File: src/rtl/lar_pkg.sv
package lar_pkg;

    parameter int TAG_W  = 5;
    parameter int DATA_W = 32;
    parameter int OFF_W  = 16;
    localparam int BUS_W = TAG_W + DATA_W;

    typedef struct packed {
        logic              pend;
        logic [TAG_W-1:0]  tag;
        logic [DATA_W-1:0] val;
    } opnd_t;

    typedef struct packed {
        logic [TAG_W-1:0]  tag;
        logic [DATA_W-1:0] data;
    } bus_t;

    function automatic logic [DATA_W-1:0] sext_off(input logic [OFF_W-1:0] off);
        return {{(DATA_W-OFF_W){off[OFF_W-1]}}, off};
    endfunction

    // resolve a pending operand from a matching bus value
    function automatic opnd_t snoop_upd(input opnd_t o, input logic v, input bus_t b);
        opnd_t r;
        r = o;
        if (o.pend && v && (b.tag == o.tag)) begin
            r.pend = 1'b0;
            r.val  = b.data;
        end
        return r;
    endfunction

endpackage

File: src/rtl/lar_entry.sv
module lar_entry
    import lar_pkg::*;
(
    input  logic                   clk,
    input  logic                   rst,
    input  logic                   alloc_i,
    input  opnd_t                  iss_op_i,
    input  logic [OFF_W-1:0]       iss_off_i,
    input  logic [TAG_W-1:0]       iss_rob_i,
    input  logic                   snoop_v_i,
    input  bus_t                   snoop_i,
    input  logic                   free_i,
    output logic                   busy_o,
    output logic                   ready_o,
    output bus_t                   out_o
);

    logic              busy_q;
    opnd_t             base_q;
    logic [DATA_W-1:0] off_q;
    logic [TAG_W-1:0]  rob_q;

    always_ff @(posedge clk) begin
        if (rst) begin
            busy_q <= 1'b0;
            base_q <= '0;
            off_q  <= '0;
            rob_q  <= '0;
        end else if (alloc_i) begin
            busy_q <= 1'b1;
            base_q <= snoop_upd(iss_op_i, snoop_v_i, snoop_i);
            off_q  <= sext_off(iss_off_i);
            rob_q  <= iss_rob_i;
        end else begin
            if (free_i)
                busy_q <= 1'b0;
            base_q <= snoop_upd(base_q, snoop_v_i, snoop_i);
        end
    end

    assign busy_o     = busy_q;
    assign ready_o    = busy_q && !base_q.pend;
    assign out_o.tag  = rob_q;
    assign out_o.data = base_q.val + off_q;

endmodule

File: src/rtl/lar_pick.sv
module lar_pick #(
    parameter int N_ENT = 6
) (
    input  logic [N_ENT-1:0] busy_i,
    input  logic             want_i,
    output logic [N_ENT-1:0] alloc_o,
    output logic             full_o
);

    logic found;

    always_comb begin
        alloc_o = '0;
        found   = 1'b0;
        for (int i = 0; i < N_ENT; i++) begin
            if (!busy_i[i] && !found) begin
                alloc_o[i] = want_i;
                found      = 1'b1;
            end
        end
    end

    assign full_o = &busy_i;

endmodule

File: src/rtl/lar_arb.sv
module lar_arb #(
    parameter int N_ENT = 6
) (
    input  logic             clk,
    input  logic             rst,
    input  logic [N_ENT-1:0] ready_i,
    input  logic             grant_i,
    output logic [N_ENT-1:0] sel_o,
    output logic             req_o
);

    logic [N_ENT-1:0] first;
    logic [N_ENT-1:0] lock_sel_q;
    logic             lock_v_q;
    logic             found;

    always_comb begin
        first = '0;
        found = 1'b0;
        for (int i = 0; i < N_ENT; i++) begin
            if (ready_i[i] && !found) begin
                first[i] = 1'b1;
                found    = 1'b1;
            end
        end
    end

    assign sel_o = lock_v_q ? lock_sel_q : first;
    assign req_o = |sel_o;

    // keep a denied choice until its grant arrives
    always_ff @(posedge clk) begin
        if (rst) begin
            lock_v_q   <= 1'b0;
            lock_sel_q <= '0;
        end else begin
            lock_v_q   <= req_o && !grant_i;
            lock_sel_q <= sel_o;
        end
    end

endmodule

File: src/rtl/lar_unit.sv
module lar_unit
    import lar_pkg::*;
#(
    parameter int N_ENT = 6
) (
    input  logic                  clk,
    input  logic                  rst,
    input  logic                  iss_valid_i,
    input  logic                  iss_base_pend_i,
    input  logic [TAG_W-1:0]      iss_base_tag_i,
    input  logic [DATA_W-1:0]     iss_base_val_i,
    input  logic [OFF_W-1:0]      iss_off_i,
    input  logic [TAG_W-1:0]      iss_rob_i,
    output logic                  full_o,
    input  logic                  snoop_valid_i,
    input  logic [BUS_W-1:0]      snoop_bus_i,
    output logic                  bcast_req_o,
    input  logic                  bcast_grant_i,
    output logic [BUS_W-1:0]      bcast_bus_o
);

    logic [N_ENT-1:0] busy;
    logic [N_ENT-1:0] ready;
    logic [N_ENT-1:0] alloc;
    logic [N_ENT-1:0] sel;
    logic             full;
    opnd_t            iss_op;
    bus_t             snoop;
    bus_t             ent_out [N_ENT];
    bus_t             bus_mux;

    assign iss_op.pend = iss_base_pend_i;
    assign iss_op.tag  = iss_base_tag_i;
    assign iss_op.val  = iss_base_val_i;
    assign snoop       = snoop_bus_i;

    lar_pick #(.N_ENT(N_ENT)) u_pick (
        .busy_i  (busy),
        .want_i  (iss_valid_i),
        .alloc_o (alloc),
        .full_o  (full)
    );

    for (genvar g = 0; g < N_ENT; g++) begin : g_ent
        lar_entry u_ent (
            .clk       (clk),
            .rst       (rst),
            .alloc_i   (alloc[g]),
            .iss_op_i  (iss_op),
            .iss_off_i (iss_off_i),
            .iss_rob_i (iss_rob_i),
            .snoop_v_i (snoop_valid_i),
            .snoop_i   (snoop),
            .free_i    (sel[g] && bcast_grant_i),
            .busy_o    (busy[g]),
            .ready_o   (ready[g]),
            .out_o     (ent_out[g])
        );
    end

    lar_arb #(.N_ENT(N_ENT)) u_arb (
        .clk     (clk),
        .rst     (rst),
        .ready_i (ready),
        .grant_i (bcast_grant_i),
        .sel_o   (sel),
        .req_o   (bcast_req_o)
    );

    always_comb begin
        bus_mux = '0;
        for (int i = 0; i < N_ENT; i++)
            if (sel[i])
                bus_mux = bus_mux | ent_out[i];
    end

    assign bcast_bus_o = bus_mux;
    assign full_o      = full;

endmodule

File: config.mk
export PLATFORM = sky130hd
export DESIGN_NAME = lar_unit
export DESIGN_NICKNAME = d
export VERILOG_FILES = /design/src/rtl/lar_pkg.sv /design/src/rtl/lar_entry.sv /design/src/rtl/lar_pick.sv /design/src/rtl/lar_arb.sv /design/src/rtl/lar_unit.sv
export SDC_FILE = /design/constraint.sdc
export NUM_CORES = 1
export LEC_CHECK = 0
export CAP_MARGIN = 30
export CORE_MARGIN = 5
export CORE_UTILIZATION = 40
export DETAILED_ROUTE_END_ITERATION = 16
export DONT_BUFFER_PORTS = 1
export PLACE_DENSITY_LB_ADDON = 0.15
export SLEW_MARGIN = 10
export SYNTH_ARGS = -nofsm -noshare
export SYNTH_HDL_FRONTEND = slang
export SYNTH_SLANG_ARGS = --single-unit
File: constraint.sdc
create_clock -name clk -period 6.6 [get_ports clk]
set_clock_uncertainty 0.1 [all_clocks]
set_input_delay 0.33 -clock clk [delete_from_list [all_inputs] [get_ports clk]]
set_output_delay 0.33 -clock clk [all_outputs]
set_load 0.02 [all_outputs]
# Word level (Yosys, flattened, before mapping)
# Index checks and enable logic that the tools add are counted.
# Widths: inputs -> output; s select.
# word_totals
reg_bits	367
output_inout_bits	39
# classes
n_addsub	6
n_eq_ne	7
muxes	60
bitwise	5
reduce_logical	72
# ops
operator	count
$mux 38	6
$mux 32	7
$mux 37	6
$add 32x32->32	6
$or 37x37->37	5
$mux 1	40
$logic_and 1x1->1	37
$eq 5x5->1	7
$reduce_bool 2->1	12
$logic_not 1->1	21
$mux 6	1
$reduce_and 6->1	1
$reduce_or 6->1	1

# Logic depth before layout (Yosys ltp)
# Gate-level depths: netlist of the first run.
# depth
depth_word	30
depth_mapped	12
mapped_depth_nobuf	12

# By module
# A second synthesis of the first run with hierarchy kept.
# hier_totals
hier_cells	3195
area_unflattened_um2	27292.4
# modules_own_cells
mod	instances	cells_each	area_each_um2	seq_area_each_um2
lar_entry (g_ent[0].u_ent ...)	2	477	4311.6	1201.2
lar_entry (g_ent[2].u_ent ...)	2	509	4232.8	1201.2
lar_entry (g_ent[4].u_ent)	1	490	4380.5	1201.2
lar_entry (g_ent[5].u_ent)	1	505	4134.0	1201.2
lar_unit	1	178	1283.7	0.0
lar_arb	1	38	331.6	140.1
lar_pick	1	12	73.8	0.0

# Worst setup path after synthesis of the first run
# No wires, ideal clock.
# synth_path
path_kind	register -> output
startpoint	register, netlist name g_ent[1].u_ent.off_q[15]
endpoint	output bcast_bus_o[28]
arrival_ns	3.249
required_ns	6.170
setup_slack_ns	2.921
path_stages_with_launch	12
n_path_buf	1
cell_sequence	dfxtp_1 ha_1 clkbuf_1 a211oi_1 o211ai_1 a221oi_1 a21oi_1 a311o_1 a31oi_1 mux2i_1 o311ai_0 or4_1
# synth_between
elab_chain_len	11
# synth_rtl
item	line	source
$add 32x32->32 (*)	lar_entry.sv:44	assign out_o.data = base_q.val + off_q;
$or 37x37->37 (*)	lar_unit.sv:74	bus_mux = bus_mux | ent_out[i];
$mux 37 (*)	lar_unit.sv:73	if (sel[i])
$or 37x37->37	lar_unit.sv:74	
$mux 37 (*)	lar_unit.sv:73	
$or 37x37->37	lar_unit.sv:74	
$mux 37 (*)	lar_unit.sv:73	
$or 37x37->37	lar_unit.sv:74	
$mux 37 (*)	lar_unit.sv:73	
$or 37x37->37	lar_unit.sv:74	
$mux 37 (*)	lar_unit.sv:73	
end, declared	lar_unit.sv:19	output logic [BUS_W-1:0] bcast_bus_o
# Every way passes the cells marked *; elsewhere a longest branch is shown, timed or not.

# Worst setup path after layout of the first run
# layout_path
startpoint	register g_ent[2].u_ent.base_q[2] (netlist name)
endpoint	output bcast_bus_o[31]
# layout_between
elab_chain_len	9
# layout_rtl
item	line	source
start, declared	lar_entry.sv:19	opnd_t base_q;
start signal, assigned	lar_entry.sv:31	base_q <= snoop_upd(iss_op_i, snoop_v_i, snoop_i);
start signal, assigned	lar_entry.sv:37	base_q <= snoop_upd(base_q, snoop_v_i, snoop_i);
$add 32x32->32 (*)	lar_entry.sv:44	
$or 37x37->37 (*)	lar_unit.sv:74	
$mux 37 (*)	lar_unit.sv:73	
$or 37x37->37	lar_unit.sv:74	
$mux 37 (*)	lar_unit.sv:73	
$or 37x37->37	lar_unit.sv:74	
$mux 37 (*)	lar_unit.sv:73	
$or 37x37->37	lar_unit.sv:74	
$mux 37 (*)	lar_unit.sv:73	
# Marked as above.

==> flow_metrics.py, run 1 <==
metrics = {
    "run_status": {
        "status": "finished clean",
    },
    "logic_synthesis": {
        "synth_top_area_cell": "dfxtp_1",
        "synth_top_area_share_pct": 28.0,
        "synth_cell_types": 79,
        "avgSynthCellArea_um2": 7.92,
        "synth_edf_count": 0,
        "synth_ff_type": "dfxtp_1",
        "synthArstFlopShare_pct": 0,
        "ys_seq_elements": 367,
        "ys_warn_count": 0,
        "synth.top_cells.by_area": "dfxtp_1 28%, ha_1 8.9%, mux2i_1 8.2%",
        "synth_nets": 3606,
        "syn_area_um2": 26300,
        "synth_commonest_cells": "454 x nand2_1, 367 x dfxtp_1, 327 x a21oi_1",
        "yosysMostFrequentCell": "nand2_1",
        "seq_area_frac_synth_pct": 28.0,
        "synth_cells": 3313,
    },
    "sta": {
        "finalCriticalPeriod_ns": 5.13,
        "tns_ns": 0,
        "final-setup-viol-count": 0,
        "fmax_mhz": 195,
        "layout_setup_ws_ns": 1.47,
        "timing.slew.headroom_pct": 28.4,
        "worst_slew_pin_slew_ns": 1.06,
        "final-hold-violation-count": 0,
        "slew_violations": 0,
        "rsz0062_at_grt": "no",
        "layout_worst_path_cycle_share_pct": 77.7,
    },
    "floorplanning": {
        "ios": 140,
        "initial_core_util_pct": 40.1,
        "die_w_um": 266,
        "rows": 94,
        "core_area_um2": 65400,
        "die-area_um2": 70900,
        "die_h_um": 266,
    },
    "clock_tree": {
        "cts_made_buffers": 45,
        "cts_max_path_buffers": 3,
        "cts.sinks": 367,
        "cts-htree-levels": 2,
        "clock_latency_ns": 0.61,
        "cts_tree": "yes",
        "cts-root-buf": "clkbuf_16",
        "clk_pin_slew_ns": 0.06,
    },
    "critical_path": {
        "r2r_slack_ns": 2.86,
        "worst-endpoint-arrival_ns": 4.70,
        "reg2reg_depth": 8,
        "crit_type": "reg -> out",
        "critPathMaxStageDelay_ns": 0.62,
        "endpoint_kind": "primary output",
        "cp.required_ns": 6.17,
        "cp_max_fo": 5,
        "startpoint_type": "register",
        "worst_path_max_delay_cell": "a21boi_1",
        "crit_chain": "ha_1 > o21ai_0 > o21ai_0 > o211ai_1 > a21boi_1 > a41oi_1 > a21boi_1 > mux2i_1 > a211oi_1 > nand4_1",
    },
    "drt": {
        "dr.pass1.iters": 6,
        "viasPerCell": 6.19,
        "ant_nets": 0,
        "num_vias": 25700,
        "remaining_drc_errors": 0,
        "totalWireLength_mm": 106,
        "first_iter_violations": 2360,
        "detail_route.wl_per_cell_um": 25.5,
    },
    "global_routing": {
        "grt_util_all_layers_pct": 28.5,
        "overflow": 0,
        "grt_max_degree": 367,
        "grt_pass1_wl_mm": 157,
        "grt_pass1_vias": 24600,
        "antenna_found_initial": 5,
    },
    "hold_path": {
        "hold-path-cell-count": 4,
        "hold_path_class": "in -> reg",
    },
    "cells_and_area": {
        "final_util_pct": 44.5,
        "nets": 3553,
        "final_cell_count_no_fill": 4158,
        "syn_to_final_growth_pct": 10.9,
        "final_layout_size_suffix_gt1_share_pct": 5.56,
    },
    "placement": {
        "pre_cts_slack_ns": 2.17,
        "gp_congestion": 0.950,
        "port_buffers": 0,
        "hpwlAfterDp_mm": 75.5,
        "dp.cells": 4013,
    },
    "power_and_ir_drop": {
        "p_total_mw": 5.47,
        "p_leak_nw": 12.8,
        "irDropWorstVdd_mv": 0.184,
        "p_per_area_nw_per_um2": 188,
    },
    "job": {
        "drv_cap": 0,
    },
}
worst max-delay path, delay by kind of cell, from the launching register on:
family,cells,cell delay (ns)
AND/OR/NAND/NOR,1,0.39
multiplexers,1,0.13
flip-flops,1,0.32
AO/OA/AOI/OAI,7,2.86
adder cells (fa/ha/maj),1,0.38
area by class of cell:
cell class / count / area [µm²]
inverters: 42 / 158
fillers: 6517 / 36300
well taps: 864 / 1080
multi-input cells: 2700 / 18100
flip-flops and latches: 367 / 7350
clock buffers: 61 / 1210
repair buffers: 104 / 1010
clock inverters: 18 / 220
diodes: 2 / 5.00
what timing repair did:
item,CTS,global route
hold buffers,63,0
resized for setup,0,0
buffers inserted,0,0
endpoints found under the hold margin,367,0
stage by stage:
step	hold WS [ns]	instance area, µm²
final	0.0429	29100
after global routing	0.0613	29100
after CTS	0.00192	29100
after detailed placement	0.315	27000
after global placement	0.314	26900
after floorplan	0.306	26300
placed cells by master, fill, tap and decap left out, types with 87 or more instances in the layout:
| cell | netlist | routed |
|---|---|---|
| mux2i_1 | 214 | 213 |
| o21ai_0 | 91 | 91 |
| ha_1 | 186 | 186 |
| a211oi_1 | 217 | 217 |
| a21o_1 | 92 | 92 |
| a21oi_1 | 327 | 327 |
| nor2_1 | 317 | 316 |
| nand2_1 | 454 | 454 |
| dfxtp_1 | 367 | 367 |
| xnor2_1 | 87 | 87 |
registers in the layout, summed over array words and instances, names as in the netlist:
register            cells
g_ent.u_ent.off_q      96
g_ent.u_ent.busy_o      6
g_ent.u_ent.rob_q      30
g_ent.u_ent.base_q    228
u_arb.lock_v_q          1
u_arb.lock_sel_q        6
metal layers:
metal	up-vias	global-route usage, %	wire, µm
met4	2	9.28	3670
met1	12500	38.2	45800
met2	950	47.6	49600
met5	-	0	7
met3	183	3.96	7070
li1	12100	-	-
path summary, 6_finish.rpt:
| path | from | end |
|---|---|---|
| max | g_ent[2].u_ent.base_q[2] | bcast_bus_o[31] |
| min | iss_base_pend_i | g_ent[2].u_ent.base_q[37] |
| min reg2reg | g_ent[3].u_ent.rob_q[4] | g_ent[3].u_ent.rob_q[4] |
| max reg2reg | g_ent[0].u_ent.busy_o | u_arb.lock_v_q |
report_power, final:
part | leakage [nW] | total, mW | switching, mW | internal [mW]
clock | 0.689 | 2.49 | 1.08 | 1.41
sequential | 2.97 | 2.32 | 0.0523 | 2.27
combinational | 9.15 | 0.658 | 0.442 | 0.216
total | 12.8 | 5.47 | 1.58 | 3.90
kinds of logic (layout without fill, tap and decap cells):
| kind of cell | count (synthesis) | count (layout) | synth area share [%] |
|---|---|---|---|
| xor gates and xnor gates | 172 | 172 | 5.74 |
| other | 0 | 2 | 0 |
| AOI/OAI and AO/OA | 1028 | 1028 | 26.1 |
| adders and majority gates | 192 | 192 | 9.32 |
| and+or+nand+nor | 1059 | 1059 | 17.7 |
| buffers and inverters | 246 | 225 | 3.52 |
| muxes | 249 | 249 | 9.66 |
| DFF | 367 | 367 | 28.0 |
Power figures use the tool's default switching activity.
==> inputs of run 2 (changes only) <==
- clock period: 6.6 -> 4.2 ns (I/O delays scaled with it)
==> run 2 against run 1 <==
The flow now finishes with violations (setup timing); sequential share of layout area decreased by 2.5 points; final area increased by 12%; final cell count increased by 6.3%; register-to-register slack got worse by 2.5 ns; first-iteration DRC count increased by 24%; critical path type unchanged; largest cell class unchanged.
==> flow_metrics.py, run 2 (synthesized netlist as in run 1, its figures left out) <==
metrics = {
    "critical_path": {
        "worst-endpoint-arrival_ns": 3.97,
        "startpoint_type": "register",
        "crit_type": "reg -> out",
        "r2r_slack_ns": 0.39,
        "cp.required_ns": 3.89,
        "cpLargestDelayFamily": "compound AO/OA/AOI/OAI gates",
        "worst_path_max_delay_cell": "or4_4",
        "crit_chain": "ha_4 > fa_2 > a21oi_2 > or3b_4 > a21o_1 > o21ai_4 > a311o_1 > a31oi_2 > mux2i_1 > o311ai_2 > or4_4 > buf_6",
        "endpoint_kind": "primary output",
        "critPathMaxStageDelay_ns": 0.47,
        "cp_max_fo": 2,
        "path_buf_inv": 1,
    },
    "cells_and_area": {
        "n_fill_cell": 6291,
        "final_util_pct": 49.7,
        "design_area_um2": 32500,
        "top_regs": "g_ent.u_ent.base_q x228, g_ent.u_ent.off_q x96, g_ent.u_ent.rob_q x30",
        "final_cell_count_no_fill": 4420,
        "final_layout_size_suffix_gt1_share_pct": 12.7,
        "largest_register_ff_count": 228,
        "regArea_um2": 7380,
        "largest_register": "g_ent.u_ent.base_q",
        "final_common_cell": "nand2_1",
        "nets": 3812,
        "multi_input_area_um2": 18900,
        "layout_common_cells": "452 x nand2_1, 349 x dfxtp_1, 309 x a21oi_1",
        "syn_to_final_growth_pct": 23.7,
    },
    "sta": {
        "rsz0062_at_grt": "yes",
        "timing.slew.headroom_pct": 26.3,
        "tns_ns": -0.0785,
        "fmax_mhz": 234,
        "slew_violations": 0,
        "layout_worst_path_cycle_share_pct": 102,
        "whs_ns": 0.0152,
        "final-setup-viol-count": 1,
        "final-hold-violation-count": 0,
        "layout_setup_ws_ns": -0.0785,
        "finalCriticalPeriod_ns": 4.28,
        "worst_slew_pin_slew_ns": 1.11,
    },
    "clock_tree": {
        "clk_pin_slew_ns": 0.07,
        "cts.sinks": 367,
        "cts_made_buffers": 45,
        "clock_latency_ns": 0.62,
        "cts_max_path_buffers": 3,
        "cts-root-buf": "clkbuf_16",
        "cts-htree-levels": 2,
        "cts_tree": "yes",
    },
    "placement": {
        "port_buffers": 0,
        "place_area_um2": 27600,
        "gp_congestion": 0.996,
        "dp.cells": 4084,
        "pre_cts_slack_ns": 0.0993,
        "hpwlAfterDp_mm": 78.6,
    },
    "drt": {
        "first_iter_violations": 2918,
        "dr_wl_met3_mm": 7.15,
        "ant_nets": 0,
        "dr.pass1.iters": 8,
        "totalWireLength_mm": 113,
        "viasPerCell": 6.09,
        "wl_met1_mm": 47.7,
        "detail_route.wl_per_cell_um": 25.5,
        "num_vias": 26900,
        "top_layer_used": "met5",
        "remaining_drc_errors": 0,
        "met2_wirelength_mm": 53.1,
    },
    "floorplanning": {
        "die-area_um2": 70900,
        "core_area_um2": 65400,
        "ios": 140,
        "die_w_um": 266,
        "die_h_um": 266,
        "rows": 94,
        "initial_core_util_pct": 40.1,
    },
    "global_routing": {
        "grt_util_all_layers_pct": 30.5,
        "grt_pass1_vias": 26700,
        "antenna_found_initial": 5,
        "overflow": 0,
        "grt_max_degree": 228,
        "grt_pass1_wl_mm": 168,
    },
    "run_status": {
        "violations": "setup timing",
        "status": "finished, violations left",
    },
    "hold_path": {
        "hold_path_class": "in -> reg",
    },
    "power_and_ir_drop": {
        "p_leak_nw": 14.5,
        "irDropWorstVdd_mv": 0.290,
        "p_total_mw": 8.96,
        "p_per_area_nw_per_um2": 276,
    },
    "job": {
        "drv_cap": 0,
    },
}
## run 2: cell count changes in the layout (fill, tap and decap cells not counted), moves of 13 or more
cell and delta:
dlygate4sd3_1 +155, a21oi_1 -18, dfxtp_1 -18, buf_4 +94
dfxtp_2 +15, ha_1 -31, a21oi_2 +17, o21ai_0 -13
ha_2 +25
## run 2: cell type report
type,instances,share of cell area (%)
diodes,3,0.0231
clock buffers,61,3.99
flip-flops and latches,367,22.7
well taps,864,3.33
inverters,42,0.485
repair buffers,363,10.5
multi-input cells,2700,58.1
clock inverters,20,0.840
## run 2: what timing repair did
| item | 4_1_cts | 5_1_grt |
|---|---|---|
| hold buffers | 218 | 0 |
| pin swaps | 45 | 49 |
| cloned | 0 | 0 |
| endpoints found under the hold margin | 367 | 0 |
| buffers inserted | 19 | 15 |
| gates resized for setup | 95 | 116 |
| endpoints found under the setup margin | 17 | 18 |
## run 2: layer usage
| metal | track usage [%] | vias up |
|---|---|---|
| li1 | - | 12600 |
| met1 | 39.7 | 13100 |
| met2 | 51.7 | 964 |
| met3 | 4.40 | 238 |
| met4 | 10.6 | 2 |
| met5 | 0 | - |
## run 2: final timing paths
path                                                from                         to  cells past startpoint
worst min register to register   g_ent[0].u_ent.rob_q[3]    g_ent[0].u_ent.rob_q[3]                      2
worst max register to register     g_ent[0].u_ent.busy_o             u_arb.lock_v_q                      8
worst min-delay path                  iss_base_val_i[10]  g_ent[5].u_ent.base_q[10]                      3
worst max-delay path            g_ent[1].u_ent.base_q[0]            bcast_bus_o[28]                     12
## run 2: worst register-to-register path: stages (launching register included)
cell           delay (ns)
dfxtp_1              0.46
nor2b_1              0.53
nor3_1               0.16
a22o_1               0.53
buf_4                0.36
nor4_1               0.29
nand3_1              0.41
nor3b_1              0.30
dlygate4sd3_1        0.56
## run 2: where the power goes
| part | internal (mW) | total (mW) | switching [mW] |
|---|---|---|---|
| clock | 2.43 | 4.18 | 1.75 |
| combinational | 0.428 | 1.14 | 0.707 |
| sequential | 3.57 | 3.65 | 0.0778 |
| total | 6.43 | 8.96 | 2.54 |
